===== config.mk =====
export PLATFORM = sky130hd
export DESIGN_NAME = freqgen_bank
export DESIGN_NICKNAME = d
export VERILOG_FILES = /design/src/rtl/freqgen_pkg.sv /design/src/rtl/freqgen_field_decode.sv /design/src/rtl/freqgen_divider.sv /design/src/rtl/freqgen_bank.sv
export SDC_FILE = /design/constraint.sdc
export NUM_CORES = 1
export LEC_CHECK = 0
export ABC_AREA = 1
export BUFFER_PORTS_ARGS = -buffer_cell sky130_fd_sc_hd__buf_2
export CAP_MARGIN = 20
export CELL_PAD_IN_SITES_DETAIL_PLACEMENT = 0
export CELL_PAD_IN_SITES_GLOBAL_PLACEMENT = 2
export CORE_MARGIN = 5
export CORE_UTILIZATION = 32
export CTS_CLUSTER_DIAMETER = 80
export CTS_CLUSTER_SIZE = 25
export DETAILED_ROUTE_END_ITERATION = 6
export GPL_ROUTABILITY_DRIVEN = 0
export GPL_TIMING_DRIVEN = 0
export HOLD_SLACK_MARGIN = 0.06
export PLACE_DENSITY = 0.77
export SETUP_SLACK_MARGIN = 0.3
export SYNTH_ARGS = -nofsm -noshare
export SYNTH_HDL_FRONTEND = slang
export SYNTH_SLANG_ARGS = --single-unit

===== constraint.sdc =====
create_clock -name clk -period 3.14 [get_ports clk]
set_input_delay 0.471 -clock clk [delete_from_list [all_inputs] [get_ports clk]]
set_output_delay 0.471 -clock clk [all_outputs]
set_load 0.1 [all_outputs]

===== src/rtl/freqgen_pkg.sv =====
// Shared types for the frequency generator bank.
// Assumes exactly three source strobes, encoded as below.
package freqgen_pkg;
    typedef enum logic [1:0] {
        SRC_CPU  = 2'd0,
        SRC_AUX  = 2'd1,
        SRC_AUX2 = 2'd2
    } src_sel_e;

    localparam int NUM_SRC = 3;
    localparam int SEL_W   = 2;
endpackage


===== src/rtl/freqgen_field_decode.sv =====
// Decodes one generator's control field into enable, source index and ratio.
// Assumes FIELD_W = CODE_W + 2, with the code in the upper bits. Purely combinational.
module freqgen_field_decode
    import freqgen_pkg::*;
#(
    parameter int FIELD_W = 10,
    parameter int CODE_W  = 8,
    parameter int RATIO_W = CODE_W + 2
) (
    input  logic [FIELD_W-1:0] field,
    input  logic               ext_dec,
    input  logic               unit_step,
    output logic               gen_on,
    output src_sel_e           src_idx,
    output logic [RATIO_W-1:0] ratio
);
    logic [RATIO_W-1:0] base;

    // Select the enable and the source for the active decoding.
    always_comb begin
        if (ext_dec) begin
            gen_on = (field[1:0] != 2'd0);
            case (field[1:0])
                2'd1:    src_idx = SRC_AUX2;
                2'd3:    src_idx = SRC_AUX;
                default: src_idx = SRC_CPU;
            endcase
        end else begin
            gen_on  = field[1];
            src_idx = field[0] ? SRC_AUX : SRC_CPU;
        end
    end

    // Ratio: N+1 in unit-step division, otherwise twice that.
    always_comb begin
        base  = RATIO_W'(field[FIELD_W-1:2]) + RATIO_W'(1);
        ratio = (ext_dec && unit_step) ? base : (base << 1);
    end
endmodule


===== src/rtl/freqgen_divider.sv =====
// Counts selected source strobes and emits one output strobe per ratio.
// Assumes ratio >= 1. Settings are sampled only while the count is zero, so a period never shrinks.
module freqgen_divider
    import freqgen_pkg::*;
#(
    parameter int RATIO_W = 10
) (
    input  logic               clk,
    input  logic               rst_n,
    input  logic               gen_on,
    input  src_sel_e           src_idx,
    input  logic [RATIO_W-1:0] ratio,
    input  logic [NUM_SRC-1:0] src_stb,
    output logic               out_stb
);
    localparam int PAD_W = 2 ** SEL_W;

    logic [RATIO_W-1:0] cnt_q;
    logic [RATIO_W-1:0] act_ratio_q;
    src_sel_e           act_sel_q;
    logic [RATIO_W-1:0] eff_ratio;
    src_sel_e           eff_sel;
    logic [PAD_W-1:0]   src_pad;
    logic               tick;
    logic               last;

    // At a period boundary the pending settings apply; otherwise the frozen ones.
    always_comb begin
        eff_ratio = (cnt_q == '0) ? ratio   : act_ratio_q;
        eff_sel   = (cnt_q == '0) ? src_idx : act_sel_q;
        src_pad   = PAD_W'(src_stb);
        tick      = gen_on && src_pad[eff_sel];
        last      = (cnt_q == eff_ratio - RATIO_W'(1));
        out_stb   = tick && last;
    end

    // Count selected pulses and freeze the settings for the running period.
    always_ff @(posedge clk) begin
        if (!rst_n) begin
            cnt_q       <= '0;
            act_ratio_q <= '0;
            act_sel_q   <= SRC_CPU;
        end else if (!gen_on) begin
            cnt_q       <= '0;
            act_ratio_q <= ratio;
            act_sel_q   <= src_idx;
        end else begin
            if (cnt_q == '0) begin
                act_ratio_q <= ratio;
                act_sel_q   <= src_idx;
            end
            if (tick) cnt_q <= last ? '0 : cnt_q + RATIO_W'(1);
        end
    end

    AST_OFF_SILENT: assert property (@(posedge clk) disable iff (!rst_n)
        !gen_on |-> !out_stb);
    AST_OFF_CLEARS: assert property (@(posedge clk) disable iff (!rst_n)
        !gen_on |=> cnt_q == '0);
    AST_CNT_BOUND: assert property (@(posedge clk) disable iff (!rst_n)
        (cnt_q != '0) |-> (cnt_q < act_ratio_q));
    AST_WRAP_ZERO: assert property (@(posedge clk) disable iff (!rst_n)
        out_stb |=> cnt_q == '0);
    AST_PERIOD_FROZEN: assert property (@(posedge clk) disable iff (!rst_n)
        (cnt_q != '0) && gen_on |=> $stable(act_ratio_q) && $stable(act_sel_q));
endmodule


===== src/rtl/freqgen_bank.sv =====
// Bank of three programmable frequency generators behind one control word.
// Assumes every source is a one-cycle strobe in the clk domain and ext_mode is steady around reset.
module freqgen_bank
    import freqgen_pkg::*;
#(
    parameter int NUM_GEN   = 3,
    parameter int FIELD_W   = 10,
    parameter int CODE_W    = 8,
    parameter int REG_W     = 32,
    parameter int SCALE_POS = 30
) (
    input  logic               clk,
    input  logic               rst_n,
    input  logic               ext_mode,
    input  logic               wr_en,
    input  logic [REG_W-1:0]   wr_data,
    output logic [REG_W-1:0]   rd_data,
    input  logic               src_cpu,
    input  logic               src_aux,
    input  logic               src_aux2,
    output logic [NUM_GEN-1:0] gen_stb,
    output logic [NUM_GEN-1:0] gen_en
);
    localparam int RATIO_W = CODE_W + 2;
    localparam logic [REG_W-1:0] LEG_MASK =
        REG_W'((64'd1 << (NUM_GEN * FIELD_W)) - 64'd1);
    localparam logic [REG_W-1:0] EXT_MASK =
        LEG_MASK | (REG_W'(1) << SCALE_POS);

    logic               mode_q;
    logic [REG_W-1:0]   ctrl_q;
    logic [NUM_SRC-1:0] src_vec;

    // Capture the decoding mode only while reset is held.
    always_ff @(posedge clk) begin
        if (!rst_n) mode_q <= ext_mode;
    end

    // Store the control word, dropping bits the active decoding ignores.
    always_ff @(posedge clk) begin
        if (!rst_n)     ctrl_q <= '0;
        else if (wr_en) ctrl_q <= wr_data & (mode_q ? EXT_MASK : LEG_MASK);
    end

    assign rd_data = ctrl_q;
    assign src_vec = {src_aux2, src_aux, src_cpu};

    for (genvar g = 0; g < NUM_GEN; g++) begin : g_gen
        logic               on;
        src_sel_e           sel;
        logic [RATIO_W-1:0] ratio;

        freqgen_field_decode #(
            .FIELD_W (FIELD_W),
            .CODE_W  (CODE_W),
            .RATIO_W (RATIO_W)
        ) u_dec (
            .field     (ctrl_q[g*FIELD_W +: FIELD_W]),
            .ext_dec   (mode_q),
            .unit_step (ctrl_q[SCALE_POS]),
            .gen_on    (on),
            .src_idx   (sel),
            .ratio     (ratio)
        );

        freqgen_divider #(
            .RATIO_W (RATIO_W)
        ) u_div (
            .clk     (clk),
            .rst_n   (rst_n),
            .gen_on  (on),
            .src_idx (sel),
            .ratio   (ratio),
            .src_stb (src_vec),
            .out_stb (gen_stb[g])
        );

        assign gen_en[g] = on;
    end

    AST_MODE_HELD: assert property (@(posedge clk) disable iff (!rst_n)
        $stable(mode_q));
    AST_LEGACY_NO_SCALE: assert property (@(posedge clk) disable iff (!rst_n)
        !mode_q |-> !rd_data[SCALE_POS]);
    AST_TOP_BIT_ZERO: assert property (@(posedge clk) disable iff (!rst_n)
        !rd_data[REG_W-1]);
endmodule


# Word level (Yosys, flattened, before mapping)
# Cells that the tools add are included.
# totals
regBits	99
rom_bits	0
inputBits	39
mem_count	0
latch_bits	0
output_inout_bits	38
elab_cells	86
ram_bits	0
# op_classes
order_cmp	3
eq_ne	9
mux	37
n_addsub	9
n_div	0
shift	0
n_reduce_logical	16
bitwise_logic	1
multipliers	0
# ops
cell	count
two-way mux 10 bit	12
AND 32 x 31 -> 32 bit	1
two-way mux 31 bit	1
adder 10 x 1 -> 10 bit (second input constant)	3
equality test 10 bit	3
logical NOT 10 bit	3
subtractor 10 x 1 -> 10 bit (second input constant)	3
adder 8 x 1 -> 9 bit (second input constant)	3
two-way mux 2 bit	9
one-hot mux 2 bit (2 select lines)	3
less-than comparator 2 x 3 -> 1 bit (second input constant)	3
two-way mux 1 bit	9
logical AND 1 bit	7
binary-select mux 1 bit (select 2 bit)	3
equality test 2 x 1 -> 1 bit (second input constant)	3
equality test 2 bit (second input constant)	3
AND reduction 2 bit	3
nonzero test 2 bit	3

# Depth between registers and ports, before layout
# logic_depth
ltp_word	8
mapped_depth	23
ltp_nobuf	23

# Cells and area by module
# From an unflattened synthesis, not the netlist that was laid out.
# unflattened
hier_cells	1230
area_unflattened_um2	7875.1
# by_module_without_submodules
module	area_per_inst_um2	cells_each	instances	seq_area_each_um2
freqgen_divider	1966.9	307	3	440.4
freqgen_bank	1137.3	141	1	650.6
freqgen_field_decode	279.0	56	3	0.0

# Worst setup path after synthesis
# OpenSTA, ideal clock, no wires.
# synth_path
path_type	flip-flop to output port
from	reg ctrl_q[3], in the netlist rd_data[3]
to	out gen_stb[0]
t_arrival_ns	3.058
required_time_ns	2.669
n_path_buf	1
path_stages_with_launch	17
slack_ns	-0.389
cell_sequence	dfxtp_1 -> ha_1 -> o21ai_0 -> o21ai_1 -> inv_1 -> ha_1 -> nand3_2 -> nor2_2 -> nand3_1 -> nand2_1 -> nand2_1 -> nor2_1 -> nand2_1 -> nor2_2 -> nand2_2 -> inv_1 -> buf_4
# synth_between
elab_chain_cells	6
# synth_lines
element	line	source
from (decl)	freqgen_bank.sv:31	logic [REG_W-1:0] ctrl_q;
from (signal assigned)	freqgen_bank.sv:42	else if (wr_en) ctrl_q <= wr_data & (mode_q ? EXT_MASK : LEG_MASK);
adder 8 x 1 -> 9 bit	freqgen_field_decode.sv:36	base = RATIO_W'(field[FIELD_W-1:2]) + RATIO_W'(1);
two-way mux 10 bit	freqgen_field_decode.sv:37	ratio = (ext_dec && unit_step) ? base : (base << 1);
two-way mux 10 bit	freqgen_divider.sv:29	eff_ratio = (cnt_q == '0) ? ratio : act_ratio_q;
subtractor 10 x 1 -> 10 bit	freqgen_divider.sv:33	last = (cnt_q == eff_ratio - RATIO_W'(1));
equality test 10 bit	freqgen_divider.sv:33	
logical AND 1 bit	freqgen_divider.sv:34	out_stb = tick && last;
to (decl)	freqgen_bank.sv:21	output logic [NUM_GEN-1:0] gen_stb,
# No other way between the ends.

# Worst setup path in the final report
# layout_path
from	reg g_gen[0].u_div.cnt_q[1]
to	out gen_stb[0]
# layout_between
elab_chain_cells	6
word_cells_on_any_way	9
classes_between	add/sub: 1; eq/ne: 1; mux: 4; reduce/logical: 3
# layout_lines
element	line	source
from (decl)	freqgen_divider.sv:18	logic [RATIO_W-1:0] cnt_q;
from (signal assigned)	freqgen_divider.sv:52	if (tick) cnt_q <= last ? '0 : cnt_q + RATIO_W'(1);
parallel branches: the longest is 5 deep, another holds subtractor 10 x 1 -> 10 bit	n/a	
logical AND 1 bit *	freqgen_divider.sv:34	
# Every way passes the cells marked *. The select of a mux whose other input is x is not followed.

==> results.yml <==
status:
  status: "finished with violations"
  violations: "setup timing"
final_layout:
  antennaDiodeCount: 0
  drive_above_1_share_pct: 29.2
  final_nets: 1359
  synthToLayoutAreaGrowth_pct: 26.5
setup_path:
  cp.required_ns: 2.67
  start_kind: "register"
  worstSetupEndpointType: "output port"
  worst-path-max-fanout: 3
  cp_data_arrival_time_ns: 2.81
  critPathKind: "reg -> out"
synthesis:
  synthAdderAreaFrac_pct: 2.05
  synth_nets: 1235
  synth.distinct_cells: 45
  synth_seq_cells: 98
  avgSynthCellArea_um2: 6.17
  synth-xor-area-share_pct: 2.82
  synthMuxAreaShare_pct: 0
  yosys.area.top_type: "dfxtp_1"
  synthTopCellsByArea: "dfxtp_1, nand2_1, nand3_1"
  synth_edf_count: 1
  synth_flop_cell: "dfxtp_1"
  synthSimpleGateAreaFrac_pct: 44.8
  ys_seq_area_share_pct: 27.0
  syn_inst: 1184
  synth_top_area_share_pct: 26.6
  synth_top_family_by_area: "simple AND/OR/NAND/NOR gates"
  netlist_top_cells_count: "nand2_1, inv_1, nand3_1"
  synth_compound_area_share_pct: 10.4
  synth.most_common_cell: "nand2_1"
  synth_warnings: 0
  netlist_area_um2: 7310
  ys_async_sr_fraction_pct: 0
sta:
  worst_pin_slew_ns: 0.766
  fin_crit_sh_pct: 105
  rsz0062_at_grt: "true"
  fmax_mhz: 305
  min_period_ns: 3.28
  setup_viol: 3
  finalWorstSetupSlack_ns: -0.143
  fin_skew_ns: 0.0167
  finalSetupTns_ns: -0.272
  final_hold_viol_count: 0
  slew_headroom_pct: 49.0
  maxSlewViolCount: 0
clocking:
  clock_sinks: 98
  cts-root-buf: "clkbuf_16"
  cts_tree: "yes"
  clk_path_buf_depth: 2
  numCtsBuffers: 9
  clock_latency_ns: 0.36
  cts.hold.buffers_added: 0
  clk_pin_slew_worst_paths_ns: 0.08
  htreeDepth: 3
route:
  dr.pass1.iters: 5
  routed_via_density: 4.70
  drt-total-wl_um: 24100
  num_vias: 7513
  ant_nets: 0
  routedWlPerCell_um: 15.1
  drt_iter0_markers: 354
  drc_errors: 0
placement:
  dp_slack_ns: -0.424
  dpl.hpwl_um: 18700
  numPortBuffers: 73
floorplanning:
  start_util_pct: 32.4
  core_um2: 22600
  die-width_um: 161
  row_count: 55
  dieArea_um2: 26000
  die_h_um: 161
  io_pins: 77
grt:
  grt_pass1_wl_um: 38800
  grt_usage_pct: 18.6
  grt_overflow: 0
  antenna_found_initial: 0
  grt_max_degree: 18
  grt_pass1_vias: 7097
worst_hold_path:
  hp-class: "in -> reg"
job:
  maxCapViolations: 0
power:
  p_total_mw: 3.91
  power_leakage_nw: 4.52
  cellPowerDensity_nw_per_um2: 423
  peakVddDrop_mv: 0.214
==> what timing repair did <==
item / in CTS / in global routing
pin swaps: 49 / 34
setup buffers: 33 / 7
gates resized for setup: 101 / 29
endpoints found under the setup margin: 14 / 5
==> final cells by class <==
cell class	count	area (um^2)
fillers	2573	13300
multi-input cells	863	4840
flip-flops and latches	98	2020
repair buffers	113	734
inverters	187	717
well taps	285	357
plain buffers	36	280
clock buffers	9	225
clock inverters	7	77.6
==> metal layers <==
| layer | track usage, % | wire length [um] |
|---|---|---|
| met1 | 27.7 | 13000 |
| met2 | 28.8 | 10200 |
| met3 | 2.76 | 807 |
| met4 | 3.22 | 191 |
| met5 | 0 | 0 |
==> final timing paths <==
| check | from | to | slack [ns] | cells past startpoint |
|---|---|---|---|---|
| setup / recovery | g_gen[0].u_div.cnt_q[1]$_SDFFE_PN0P_ | gen_stb[0] | -0.14 | 21 |
| hold / removal | ext_mode | mode_q$_DFFE_PN_ | 0.30 | 1 |
| setup reg to reg | g_gen[2].u_div.cnt_q[0]$_SDFFE_PN0P_ | g_gen[2].u_div.cnt_q[8]$_SDFFE_PN0P_ | 0.59 | 19 |
| hold reg to reg | rd_data[8]$_SDFFE_PN0P_ | rd_data[8]$_SDFFE_PN0P_ | 0.49 | 2 |
==> worst max-delay path, cell delays in order (launching register included) <==
cell and delay (ns):
dfxtp_2 0.33, inv_2 0.07, ha_4 0.13, inv_2 0.04, nor2_2 0.08, nand2_2 0.09
nor2_4 0.16, nand2_4 0.08, nand2_4 0.07, nand2_4 0.06, ha_4 0.26, xor2_1 0.14
nand2_1 0.07, nor2_1 0.08, nand3_1 0.07, nor2_1 0.09, nand3_1 0.08, nor2_1 0.11
nand2_2 0.09, inv_2 0.09, buf_12 0.10, buf_12 0.16
==> cells by family after synthesis <==
family / after synthesis
xor+xnor: 22
simple gates: 690
compound gates: 138
buf+inv: 223
fa+ha+maj: 12
other cells: 1
flops: 98
==> placed cells by master (no fill, tap or decap), types with 41 or more instances in the layout <==
cell,netlist,routed
buf_2,2,71
o21ai_0,61,59
nor2_2,35,47
nor2_1,85,67
buf_4,8,43
nand3_1,144,131
nand2_2,32,41
inv_1,166,152
dfxtp_1,97,70
nand2_1,327,306
a21oi_1,46,45
==> stage by stage <==
stage	instances	utilization, %	hold slack [ns]	instance area [um^2]
6_report	1598	41.0	0.304	9250
5_1_grt	1598	41.0	0.293	9250
4_1_cts	1591	40.1	0.293	9040
3_5_place_dp	1542	36.0	0.478	8130
3_3_place_gp	1542	36.0	0.480	8130
2_1_floorplan	1184	-	0.528	7410
==> where the power goes <==
part / leakage [nW] / switching [mW] / total (mW) / internal, mW
Combinational: 3.56 / 0.922 / 1.33 / 0.408
Sequential: 0.817 / 0.0611 / 1.38 / 1.32
Clock: 0.148 / 0.571 / 1.20 / 0.628
Total: 4.52 / 1.55 / 3.91 / 2.36
==> flip-flops by register name, summed over array words and instances, names as in the netlist <==
signal and flops:
g_gen.u_div.act_ratio_q 30, g_gen.u_div.act_sel_q 6, g_gen.u_div.cnt_q 30, mode_q 1
rd_data 31
(Power assumes the default switching activity.)
